<file path="src/rtl/uart_modem_pkg.sv">
// Package: shared constants and types for the modem control unit.
// Assumes a three-bit register address space local to one channel.
package uart_modem_pkg;
    localparam int        DATA_W   = 8;
    localparam int        ADDR_W   = 3;
    localparam int        CTRL_W   = 5;
    localparam logic [ADDR_W-1:0] CTRL_ADDR = 3'd4;
    localparam logic [ADDR_W-1:0] STAT_ADDR = 3'd6;

    // control register bit positions
    localparam int C_DTR  = 0;
    localparam int C_RTS  = 1;
    localparam int C_OUT1 = 2;
    localparam int C_OUT2 = 3;
    localparam int C_LOOP = 4;

    // active-high modem line states, packed in status register order
    typedef struct packed {
        logic cd;
        logic ri;
        logic dsr;
        logic cts;
    } mdm_lines_t;
endpackage

</file>
<file path="src/rtl/modem_sync.sv">
// Module: multi-stage synchronizer for asynchronous modem input pins.
// Assumes each bit is independent; reset loads RST_VAL into every stage.
module modem_sync #(
    parameter int              WIDTH   = 4,
    parameter int              STAGES  = 2,
    parameter logic [WIDTH-1:0] RST_VAL = '1
) (
    input  logic             clk,
    input  logic             rst_n,
    input  logic [WIDTH-1:0] async_in,
    output logic [WIDTH-1:0] sync_out
);
    logic [WIDTH-1:0] stage_q [STAGES];

    // shift the pin values through the stage chain
    always_ff @(posedge clk) begin
        if (!rst_n) begin
            for (int s = 0; s < STAGES; s++) stage_q[s] <= RST_VAL;
        end else begin
            stage_q[0] <= async_in;
            for (int s = 1; s < STAGES; s++) stage_q[s] <= stage_q[s-1];
        end
    end

    assign sync_out = stage_q[STAGES-1];
endmodule

</file>
<file path="src/rtl/modem_loop_mux.sv">
// Module: steers the serial path and the modem lines between the pins and
// the internal loopback wiring. Purely combinational; assumes ctrl is registered.
module modem_loop_mux
    import uart_modem_pkg::*;
(
    input  logic [CTRL_W-1:0] ctrl,
    input  logic              tsr_out,
    input  logic              rx_pin,
    input  mdm_lines_t        ext_lines,
    output logic              tx_pin,
    output logic              rsr_in,
    output logic              rts_n,
    output logic              dtr_n,
    output logic              out1_n,
    output logic              out2_n,
    output mdm_lines_t        lines
);
    logic loop_on;
    assign loop_on = ctrl[C_LOOP];

    // serial path: wrap transmit into receive and park the pin at mark
    always_comb begin
        tx_pin = loop_on ? 1'b1 : tsr_out;
        rsr_in = loop_on ? tsr_out : rx_pin;
    end

    // outputs go inactive (high) during loopback
    always_comb begin
        rts_n  = loop_on | ~ctrl[C_RTS];
        dtr_n  = loop_on | ~ctrl[C_DTR];
        out1_n = loop_on | ~ctrl[C_OUT1];
        out2_n = loop_on | ~ctrl[C_OUT2];
    end

    // status source: control bits in loopback, synchronized pins otherwise
    always_comb begin
        if (loop_on) begin
            lines.cts = ctrl[C_RTS];
            lines.dsr = ctrl[C_DTR];
            lines.ri  = ctrl[C_OUT1];
            lines.cd  = ctrl[C_OUT2];
        end else begin
            lines = ext_lines;
        end
    end
endmodule

</file>
<file path="src/rtl/modem_status.sv">
// Module: modem status register with sticky change bits and interrupt request.
// Assumes src is already synchronous; a read clears changes, but a new one wins.
module modem_status
    import uart_modem_pkg::*;
(
    input  logic       clk,
    input  logic       rst_n,
    input  mdm_lines_t src,
    input  logic       rd_clr,
    input  logic       irq_en,
    output logic [DATA_W-1:0] status,
    output logic       irq
);
    mdm_lines_t state_q;
    mdm_lines_t delta_q;
    mdm_lines_t hit;

    // change events this cycle; RI only on the end of a ring
    always_comb begin
        hit.cts = src.cts ^ state_q.cts;
        hit.dsr = src.dsr ^ state_q.dsr;
        hit.cd  = src.cd  ^ state_q.cd;
        hit.ri  = state_q.ri & ~src.ri;
    end

    // register the line state and accumulate the change bits
    always_ff @(posedge clk) begin
        if (!rst_n) begin
            state_q <= '0;
            delta_q <= '0;
        end else begin
            state_q <= src;
            delta_q <= (rd_clr ? '0 : delta_q) | hit;
        end
    end

    assign status = {state_q, delta_q};
    assign irq    = irq_en & (|delta_q);

    AST_RI_TRAIL: assert property (@(posedge clk) disable iff (!rst_n)
        $rose(delta_q.ri) |-> $fell(state_q.ri));
    AST_READ_CLEARS: assert property (@(posedge clk) disable iff (!rst_n)
        (rd_clr && src == state_q) |=> delta_q == '0);
    AST_IRQ_GATED: assert property (@(posedge clk) disable iff (!rst_n)
        irq |-> irq_en);
endmodule

</file>
<file path="src/rtl/uart_modem_ctl.sv">
// Module: modem control unit for one UART channel. It holds the control
// register, synchronizes the modem pins, applies loopback and keeps the status register.
// Assumes single-cycle register strobes and combinational read data.
module uart_modem_ctl
    import uart_modem_pkg::*;
(
    input  logic              clk,
    input  logic              rst_n,
    input  logic              reg_wr,
    input  logic              reg_rd,
    input  logic [ADDR_W-1:0] reg_addr,
    input  logic [DATA_W-1:0] reg_wdata,
    output logic [DATA_W-1:0] reg_rdata,
    input  logic              msi_enable,
    input  logic              tsr_out,
    output logic              rsr_in,
    output logic              tx_pin,
    input  logic              rx_pin,
    output logic              rts_n_pin,
    output logic              dtr_n_pin,
    output logic              out1_n_pin,
    output logic              out2_n_pin,
    input  logic              cts_n_pin,
    input  logic              dsr_n_pin,
    input  logic              dcd_n_pin,
    input  logic              ri_n_pin,
    output logic              msr_irq
);
    localparam int N_LINES = $bits(mdm_lines_t);

    logic [CTRL_W-1:0]  ctrl_q;
    logic [N_LINES-1:0] pins_sync;
    mdm_lines_t         ext_lines;
    mdm_lines_t         lines;
    logic [DATA_W-1:0]  status;
    logic               wr_ctrl;
    logic               rd_stat;
    logic               unused_wbits;

    assign wr_ctrl      = reg_wr && (reg_addr == CTRL_ADDR);
    assign rd_stat      = reg_rd && (reg_addr == STAT_ADDR);
    assign unused_wbits = ^reg_wdata[DATA_W-1:CTRL_W];

    // control register write
    always_ff @(posedge clk) begin
        if (!rst_n)       ctrl_q <= '0;
        else if (wr_ctrl) ctrl_q <= reg_wdata[CTRL_W-1:0];
    end

    modem_sync #(.WIDTH(N_LINES), .STAGES(2), .RST_VAL('1)) i_sync (
        .clk      (clk),
        .rst_n    (rst_n),
        .async_in ({dcd_n_pin, ri_n_pin, dsr_n_pin, cts_n_pin}),
        .sync_out (pins_sync)
    );

    assign ext_lines = mdm_lines_t'(~pins_sync);

    modem_loop_mux i_mux (
        .ctrl      (ctrl_q),
        .tsr_out   (tsr_out),
        .rx_pin    (rx_pin),
        .ext_lines (ext_lines),
        .tx_pin    (tx_pin),
        .rsr_in    (rsr_in),
        .rts_n     (rts_n_pin),
        .dtr_n     (dtr_n_pin),
        .out1_n    (out1_n_pin),
        .out2_n    (out2_n_pin),
        .lines     (lines)
    );

    modem_status i_stat (
        .clk    (clk),
        .rst_n  (rst_n),
        .src    (lines),
        .rd_clr (rd_stat),
        .irq_en (msi_enable),
        .status (status),
        .irq    (msr_irq)
    );

    // read data select
    always_comb begin
        unique case (reg_addr)
            CTRL_ADDR: reg_rdata = {{(DATA_W-CTRL_W){1'b0}}, ctrl_q};
            STAT_ADDR: reg_rdata = status;
            default:   reg_rdata = '0;
        endcase
    end

    AST_CTRL_CAPTURE: assert property (@(posedge clk) disable iff (!rst_n)
        wr_ctrl |=> ctrl_q == $past(reg_wdata[CTRL_W-1:0]));
    AST_LOOP_PINS_IDLE: assert property (@(posedge clk) disable iff (!rst_n)
        ctrl_q[C_LOOP] |-> (tx_pin && rts_n_pin && dtr_n_pin && out1_n_pin && out2_n_pin));
    AST_LOOP_WRAP: assert property (@(posedge clk) disable iff (!rst_n)
        ctrl_q[C_LOOP] |-> (rsr_in == tsr_out));
    AST_CTRL_HELD: assert property (@(posedge clk) disable iff (!rst_n)
        !wr_ctrl |=> $stable(ctrl_q));
endmodule

</file>
<file path="config.mk">
export PLATFORM = sky130hd
export DESIGN_NAME = uart_modem_ctl
export DESIGN_NICKNAME = d
export VERILOG_FILES = /design/src/rtl/uart_modem_pkg.sv /design/src/rtl/modem_sync.sv /design/src/rtl/modem_loop_mux.sv /design/src/rtl/modem_status.sv /design/src/rtl/uart_modem_ctl.sv
export SDC_FILE = /design/constraint.sdc
export NUM_CORES = 1
export LEC_CHECK = 0
export BUFFER_PORTS_ARGS = -buffer_cell sky130_fd_sc_hd__buf_4
export CORE_AREA = 4 4 62 47
export CTS_BUF_LIST = sky130_fd_sc_hd__clkbuf_8 sky130_fd_sc_hd__clkbuf_16
export DETAILED_ROUTE_END_ITERATION = 6
export DIE_AREA = 0 0 66 51
export GPL_ROUTABILITY_DRIVEN = 0
export PLACE_DENSITY = 0.73
export SLEW_MARGIN = 10
export SYNTH_ARGS = -nofsm -noshare
export SYNTH_HDL_FRONTEND = slang
export SYNTH_SLANG_ARGS = --single-unit
export TNS_END_PERCENT = 10
</file>
<file path="constraint.sdc">
create_clock -name clk -period 1.1 [get_ports clk]
set_clock_uncertainty 0.1 [all_clocks]
set_input_delay 0.165 -clock clk [delete_from_list [all_inputs] [get_ports clk]]
set_output_delay 0.165 -clock clk [all_outputs]
set_load 0.005 [all_outputs]
</file>
* Word-level counts from Yosys, hierarchy flattened
Memory sizes are Yosys's and may differ from the RTL's.
Index checks and enable logic that the tools add are counted.
** Cells by class
- Muxes and demuxes :: 9
- Equality and inequality tests :: 2
- Bitwise logic cells :: 18
- Reduce and logical (&&, ||, !) cells :: 3
** Operator list (number)
- $mux W4 :: 4
- $pmux W8 S2 :: 1
- $eq A3 B3 Y1 const B :: 2
- $or A1 B1 Y1 :: 6
- $not A1 Y1 :: 5
- $mux W1 :: 4
- $not A4 Y4 :: 1
- $or A4 B4 Y4 :: 1
- $reduce_or A4 Y1 :: 1
- $xor A1 B1 Y1 :: 3
- $and A1 B1 Y1 :: 2
- $logic_and A1 B1 Y1 :: 2
** Storage, ports and cells
- Bits of input ports :: 22
- Output and inout bits :: 15
- Memories :: 1
- RAM bits :: 8
- Flip-flop bits (word level) :: 13
** Memories
- i_sync.stage_q :: words 2, width 4, rd ports 2, clocked after Yosys merged registers in 0, wr ports 2, RTL line modem_sync.sv:13 : logic [WIDTH-1:0] stage_q [STAGES];

* Depth between registers and ports, before layout
Gate-level depths: netlist of run 1.
- Word-level depth :: 5
- Gate-level depth with buffers :: 5

* Modules after synthesis
From an unflattened synthesis of run 1, not the netlist that was laid out.
** Unflattened totals
- Cells, all modules :: 100
- Area total of the unflattened synthesis :: 1007.2 um^2
** By module, submodules not included
- uart_modem_ctl :: cells an instance 44, instances 1, area each 365.4 um^2, sequential area each 100.1 um^2
- modem_status :: cells an instance 25, instances 1, area each 284.0 um^2, sequential area each 160.2 um^2
- modem_sync :: cells an instance 20, instances 1, area each 240.2 um^2, sequential area each 160.2 um^2
- modem_loop_mux :: cells an instance 11, instances 1, area each 117.6 um^2, sequential area each 0.0 um^2

* Least setup slack after synthesis of run 1
OpenSTA, ideal clock, no wires.
- Path kind :: register -> output
- Start point :: reg ctrl_q[4]
- End point :: out rsr_in
- Arrival :: 0.883 ns
- Setup slack :: -0.048 ns
- Stages on the path, launching flop included :: 3
- Data required time :: 0.835 ns
- Cells stage by stage :: dfxtp_1 -> buf_2 -> mux2_2
** On the way
- Cells in the longest elaborated chain, start to end :: 1
** Ends and longest elaborated chain
- start: declaration :: RTL line uart_modem_ctl.sv:31 : logic [CTRL_W-1:0] ctrl_q;
- start signal: assignment :: RTL line uart_modem_ctl.sv:47 : else if (wr_ctrl) ctrl_q <= reg_wdata[CTRL_W-1:0];
- $mux W1 :: RTL line modem_loop_mux.sv:24 : rsr_in = loop_on ? tsr_out : rx_pin;
- end: declaration :: RTL line uart_modem_ctl.sv:16 : output logic rsr_in,
No other way between the ends.

* Worst setup path after layout of run 1
- Start point :: reg i_stat.delta_q (netlist bit i_stat.status[2])
- End point :: out msr_irq
** On the way
- Cells in the longest elaborated chain, start to end :: 2
** Ends and longest elaborated chain
- start: declaration :: RTL line modem_status.sv:15 : mdm_lines_t delta_q;
- start signal: assignment :: RTL line modem_status.sv:33 : delta_q <= (rd_clr ? '0 : delta_q) | hit;
- $reduce_or A4 Y1 :: RTL line modem_status.sv:38 : assign irq = irq_en & (|delta_q);
- $and A1 B1 Y1 :: RTL line modem_status.sv:38
- end: declaration :: RTL line uart_modem_ctl.sv:27 : output logic msr_irq
No other way between the ends.

==> results of run 1 <==
metrics by stage:
step	cell area [um2]	utilization [%]	total power, uW	setup slack (ns)	setup TNS (ns)
after floorplan	957.2	-	932.7	-0.005163	-0.02167
after global placement	1265	53.92	1034	-0.06483	-0.5048
after detailed placement	1265	53.92	1044	-0.1012	-0.7719
after CTS	1403	59.79	1585	-0.3045	-2.481
after global routing	1528	65.12	1673	-0.3309	-3.563
final	1528	65.12	1596	-0.2976	-2.732
registers in the layout (all words and copies together), names as in the netlist:
signal / cells
i_sync.stage_q: 8
i_stat.status: 8
ctrl_q: 5
routing by layer:
layer / wire, um / share of wire (%) / vias up
met5: 0 / 0 / -
met4: 39 / 1.6 / 0
met3: 165 / 6.6 / 5
met2: 1248 / 50 / 29
met1: 1044 / 42 / 388
li1: - / - / 430
logic make-up after synthesis:
logic type             after synthesis  share of synthesized area, %
AND/OR/NAND/NOR                     54                         34.35
flip-flops                          21                         44.74
multiplexers                        12                         12.92
buffers and inverters                7                         3.861
AO/OA/AOI/OAI                        5                         4.127
worst reg2reg max path, stage by stage (launching register included):
cell and delay [ns]:
dfxtp_4 0.37, buf_6 0.12, clkbuf_16 0.14, nand2b_1 0.12, a21o_1 0.13, nand3_1 0.07
final cells by class:
| type | count | area, um2 | area share, % |
|---|---|---|---|
| clock buffers | 3 | 41.29 | 2.703 |
| flip-flops and latches | 21 | 432.9 | 28.34 |
| well taps | 34 | 42.54 | 2.785 |
| inverters | 1 | 3.754 | 0.2457 |
| clock inverters | 1 | 7.507 | 0.4914 |
| multi-input cells | 71 | 563.0 | 36.85 |
| repair buffers | 50 | 436.7 | 28.58 |
how the worst max path moves through the flow:
| stage | end | from | cells past startpoint |
|---|---|---|---|
| after floorplan | rsr_in | ctrl_q[4] | 2 |
| after global placement | ctrl_q[1] | reg_addr[1] | 5 |
| after detailed placement | ctrl_q[1] | reg_addr[1] | 5 |
| after CTS | msr_irq | i_stat.status[2] | 2 |
| after global routing | msr_irq | i_stat.status[2] | 2 |
| final | msr_irq | i_stat.status[2] | 2 |
power groups by stage:
stage	Sequential, uW	Clock, uW	Combinational, uW
final	821	523	252
after global routing	825	571	277
after CTS	819	536	230
after detailed placement	834	0	210
after global placement	832	0	202
after floorplan	827	0	105
placed cells by master (no fill, tap or decap), types with 3 or more instances in the layout:
master,instances
buf_4,37
nand2b_1,13
dfxtp_1,13
mux2i_1,10
nand3_1,7
dfxtp_2,7
buf_6,7
nand2b_4,6
nor2_1,5
nor2b_1,5
nand4b_1,4
nand2_1,4
dlygate4sd3_1,4
and3_1,3
and3_4,3
a21o_1,3
clkbuf_8,3
repair_timing:
| item | CTS | global route |
|---|---|---|
| gates resized for setup | 15 | 18 |
| cloned | 0 | 1 |
| hold buffers | 4 | 0 |
| endpoints found under the hold margin | 4 | 0 |
| pin swaps | 2 | 6 |
| buffers inserted | 0 | 3 |
| setup endpoints to repair | 21 | 20 |
==> results.py, run 1 <==
metrics = {
    "floorplan": {
        "fp.dieW_um": 66,
        "ioPinCount": 37,
        "start_util_pct": 40.05,
        "core_area_um2": 2346,
        "die-area_um2": 3366,
        "die_y_um": 51,
        "num_rows": 15,
    },
    "power_and_ir_drop": {
        "p_leak_uw": 0.0006517,
        "switchingPower_uw": 380.7,
        "comb_power_share_pct": 15.8,
        "p_clk_share_pct": 32.8,
        "powerDensity_nw_per_um2": 1045,
        "vdd_drop_max_mv": 1.092,
        "internal_power_uw": 1216,
        "netSwitchingFraction_pct": 23.85,
        "power_frac_seq_pct": 51.5,
    },
    "place": {
        "dp_hpwl_um": 1725,
        "place_inst": 169,
        "numPortBuffers": 33,
    },
    "hold_path": {
        "whs_path_depth": 3,
        "holdCritStartpoint": "reg_wdata[4]",
        "worstHoldEndpoint": "ctrl_q[4]",
        "hold_class": "in2reg",
    },
    "detailed_routing": {
        "drtIter0Drc": 30,
        "wl_um": 2498,
        "viasPerCell": 4.707,
        "vias": 852,
        "drc": 0,
        "first_pass_iters": 4,
        "wl_per_cell_um": 13.80,
        "ant_nets": 0,
    },
    "critical_path": {
        "r2r_cells": 5,
        "required_ns": 0.83,
        "crit_path_top_delay_cell": "o41a_1",
        "slowest_delay_ns": 0.40,
        "crit_type": "reg2out",
        "cp_num_buf_inv": 1,
        "crit_family": "compound AO/OA/AOI/OAI gates",
        "reg2reg_to": "i_stat.status[0]",
        "setup.worst_path.end_class": "output port",
        "start_kind": "register",
        "arrival_ns": 1.13,
        "reg2reg_from": "ctrl_q[4]",
        "worstPathCellList": "o41a_1 > buf_4",
        "cp_max_fo": 2,
        "rrSetupSlack_ns": -0.06,
    },
    "final_layout": {
        "final_layout_size_suffix_gt1_share_pct": 48.98,
        "diodes": 0,
        "syn_to_final_growth_pct": 62.58,
        "fillers": 203,
        "nets": 170,
        "stdcell_count": 181,
    },
    "global_route": {
        "grt_util_met1_pct": 16.67,
        "grt-busiest-layer": "met2",
        "grt_pass1_vias": 903,
        "grtUsageMet3_pct": 4.396,
        "antenna_found_initial": 0,
        "grt_use_total_pct": 15.43,
        "met2_usage_pct": 28.62,
        "grt_pass1_wl_um": 3933,
        "grt_max_degree": 29,
        "overflow": 0,
    },
    "timing": {
        "timing.final.ws_setup_ns": -0.2976,
        "max_freq_mhz": 715.5,
        "tightest_slew_ns": 0.2593,
        "finalCritPeriodShare_pct": 127.1,
        "hold_slack_ns": 0.05009,
        "finalHoldViolations": 0,
        "finalSetupViolCount": 22,
        "period_needed_ns": 1.398,
        "report.final.slew_viol_count": 0,
        "rsz0062_at_grt": "true",
        "slew_headroom_pct": 82.72,
    },
    "synthesis": {
        "synth_edf_count": 0,
        "syn_area_um2": 939.7,
        "ys_warn_count": 0,
        "synth-seq-cells": 21,
        "yosys.area.top_type_share_pct": 44.74,
        "synthesis.nets": 121,
        "ys_types": 20,
        "synth.avg_cell_area_um2": 9.491,
        "yosys-top-cells-count": "dfxtp_1 (21), nand2b_1 (19), mux2i_1 (11)",
        "synth_ff_type": "dfxtp_1",
        "yosysSeqAreaShare_pct": 44.74,
        "netlist_top_cells_area": "dfxtp_1 (45%), nand2b_1 (13%), mux2i_1 (12%), and3_1 (4.0%), nor2b_1 (4.0%)",
        "netlist_instances": 99,
        "synthArstFlopShare_pct": 0,
        "yosysTopAreaCell": "dfxtp_1",
        "yosysMostFrequentCell": "dfxtp_1",
    },
    "clock_network": {
        "clock_tree.root_cell": "clkbuf_8",
        "cts_sinks": 21,
        "htreeDepth": 1,
        "worstSkewPairLatency_ns": 0.27,
        "cts_buffer_depth": 2,
        "cts.clk_slew.worst_paths_ns": 0.08,
        "tritoncts": "built",
        "numCtsBuffers": 3,
    },
    "outcome": {
        "failed_checks": "setup timing",
        "outcome": "finished, violations left",
    },
    "run": {
        "cap_violations": 0,
    },
}
No activity file was read; power rests on OpenSTA's default activity.
==> inputs of run 2 (changes only) <==
--- a/config.mk
+++ b/config.mk
@@ -5,11 +5,12 @@
 export SDC_FILE = /design/constraint.sdc
 export NUM_CORES = 1
 export LEC_CHECK = 0
+export ABC_AREA = 1
 export BUFFER_PORTS_ARGS = -buffer_cell sky130_fd_sc_hd__buf_4
-export CORE_AREA = 4 4 62 47
+export CORE_AREA = 4 4 63 48
 export CTS_BUF_LIST = sky130_fd_sc_hd__clkbuf_8 sky130_fd_sc_hd__clkbuf_16
 export DETAILED_ROUTE_END_ITERATION = 6
-export DIE_AREA = 0 0 66 51
+export DIE_AREA = 0 0 67 52
 export GPL_ROUTABILITY_DRIVEN = 0
 export PLACE_DENSITY = 0.73
 export SLEW_MARGIN = 10
==> run 2 against run 1 <==
  * The flow still finishes with violations (setup timing)
  * Global-route usage down 1.5 points
  * Total power down 0.69%
  * Hold slack worse by 0.018 ns
  * First-iteration DRC count down 50%
  * Wire length down 6.8%
  * Non-clock buffer count down 10
  * Flip-flop and latch count unchanged
  * Core utilization down 5.8 points
  * Critical endpoint unchanged
  * Largest power group unchanged
==> results.py, run 2 <==
metrics = {
    "synthesis": {
        "yosys.area.top_type_share_pct": 42.16,
        "synth-seq-cells": 21,
        "synth.avg_cell_area_um2": 7.730,
        "yosysTopAreaCell": "dfxtp_1",
        "yosysSeqAreaShare_pct": 42.16,
        "netlist_instances": 129,
        "yosys-top-cells-count": "nand2_1 (33), dfxtp_1 (21), inv_1 (15)",
        "synthArstFlopShare_pct": 0,
        "yosysMostFrequentCell": "nand2_1",
        "syn_area_um2": 997.2,
        "ys_types": 21,
        "synth_ff_type": "dfxtp_1",
        "ys_warn_count": 0,
        "netlist_top_cells_area": "dfxtp_1 (42%), nand2_1 (12%), inv_1 (5.6%), nor2_1 (5.3%), or2_1 (5.0%)",
        "synthesis.nets": 151,
        "synth_edf_count": 0,
    },
    "critical_path": {
        "crit_type": "reg2out",
        "worstPathCellList": "inv_1 > nand3_1 > o21a_1 > buf_4",
        "required_ns": 0.83,
        "slowest_delay_ns": 0.32,
        "setup.worst_path.end_class": "output port",
        "start_kind": "register",
        "arrival_ns": 1.00,
        "crit_path_top_delay_cell": "dfxtp_1",
        "cp_max_fo": 2,
        "r2r_cells": 6,
        "rrSetupSlack_ns": -0.01,
    },
    "clock_network": {
        "numCtsBuffers": 3,
        "cts_buffer_depth": 2,
        "worstSkewPairLatency_ns": 0.26,
        "tritoncts": "built",
        "clock_tree.root_cell": "clkbuf_8",
        "htreeDepth": 1,
        "cts.clk_slew.worst_paths_ns": 0.08,
        "cts_sinks": 21,
    },
    "global_route": {
        "grt_pass1_wl_um": 3657,
        "overflow": 0,
        "antenna_found_initial": 0,
        "grt_use_total_pct": 13.92,
        "grt_max_degree": 17,
        "grt_pass1_vias": 845,
    },
    "final_layout": {
        "finish.utilization_pct": 59.32,
        "final_layout_size_suffix_gt1_share_pct": 49.41,
        "layout_commonest_cell": "buf_4",
        "diodes": 0,
        "fillers": 226,
        "layout_common_cells": "buf_4 (33), nand2_1 (29), nor2_1 (12)",
        "syn_to_final_growth_pct": 41.78,
        "nets": 193,
        "stdcell_count": 204,
    },
    "place": {
        "dp_hpwl_um": 1732,
        "numPortBuffers": 33,
        "place_inst": 195,
        "dpl_worst_slack_ns": -0.04691,
    },
    "timing": {
        "rsz0062_at_grt": "true",
        "report.final.slew_viol_count": 0,
        "finalHoldViolations": 0,
        "tightest_slew_ns": 0.2679,
        "setup-tns-final_ns": -1.312,
        "max_freq_mhz": 788.7,
        "timing.final.ws_setup_ns": -0.1680,
        "period_needed_ns": 1.268,
        "finalSetupViolCount": 16,
        "slew_headroom_pct": 82.11,
        "hold_slack_ns": 0.03193,
        "finalCritPeriodShare_pct": 115.3,
    },
    "floorplan": {
        "start_util_pct": 41.84,
        "ioPinCount": 37,
        "die-area_um2": 3484,
        "die_y_um": 52,
        "num_rows": 15,
        "core_area_um2": 2384,
        "fp.dieW_um": 67,
    },
    "outcome": {
        "outcome": "finished, violations left",
        "failed_checks": "setup timing",
    },
    "detailed_routing": {
        "viasPerCell": 4.544,
        "wl_per_cell_um": 11.41,
        "first_pass_iters": 4,
        "drtIter0Drc": 15,
        "wl_um": 2328,
        "ant_nets": 0,
        "drc": 0,
        "vias": 927,
    },
    "power_and_ir_drop": {
        "powerDensity_nw_per_um2": 1121,
        "p_leak_uw": 0.0006455,
        "vdd_drop_max_mv": 0.9282,
    },
    "hold_path": {
        "hold_class": "in2reg",
        "whs_path_depth": 3,
    },
    "run": {
        "cap_violations": 0,
    },
}
run 2: through the flow:
stage / power (uW) / cell area (um2)
final: 1585 / 1414
after global routing: 1674 / 1414
after CTS: 1601 / 1399
after detailed placement: 1063 / 1260
after global placement: 1054 / 1260
after floorplan: 957.5 / 997.2
run 2: path summary, 6_finish.rpt:
path,start,end
setup reg to reg,ctrl_q[4],i_stat.status[0]
hold / removal,reg_wdata[0],ctrl_q[0]
setup / recovery,i_stat.status[0],msr_irq
hold reg to reg,i_sync.stage_q[0][1],i_sync.stage_q[0][5]
run 2: area by class of cell:
| cell class | count | area, um2 | area share, % |
|---|---|---|---|
| sequential | 21 | 436.7 | 30.88 |
| multi-input combinational | 87 | 489.2 | 34.60 |
| tap | 34 | 42.54 | 3.009 |
| clock buffer | 3 | 41.29 | 2.920 |
| clock inverter | 1 | 7.507 | 0.5310 |
| timing repair buffer | 40 | 321.6 | 22.74 |
| inverter | 18 | 75.07 | 5.310 |
run 2: routing by layer:
| layer | part of all wire [%] | vias up | GRT usage, % |
|---|---|---|---|
| met1 | 40 | 421 | 15.49 |
| met2 | 52 | 23 | 25.61 |
| li1 | - | 481 | - |
| met5 | 0 | - | 0 |
| met4 | 0.43 | 0 | 3.030 |
| met3 | 7.8 | 2 | 4.536 |
run 2: power breakdown:
part | leakage (uW) | total [uW] | internal (uW) | switching (uW)
combinational | 0.000446 | 254 | 136 | 119
sequential | 0.000178 | 819 | 797 | 22.4
clock | 0.0000217 | 511 | 256 | 256
run 2: kinds of logic after synthesis:
logic type	share of synthesized area, %
buf+inv	11.79
simple gates	36.64
flops	42.16
compound gates	9.411
run 2: repair_timing:
action | in CTS | in global routing
pin swaps | 7 | 1
resized for setup | 23 | 6
hold buffers | 4 | 0
endpoints found under the setup margin | 18 | 18
setup buffers | 1 | 0
endpoints found under the hold margin | 4 | 0
run 2: worst max-delay path: cells and delay by family (launching register included):
family / cells / cell delay, ns
flops: 1 / 0.32
simple gates: 1 / 0.07
compound gates: 1 / 0.17
buf+inv: 2 / 0.19
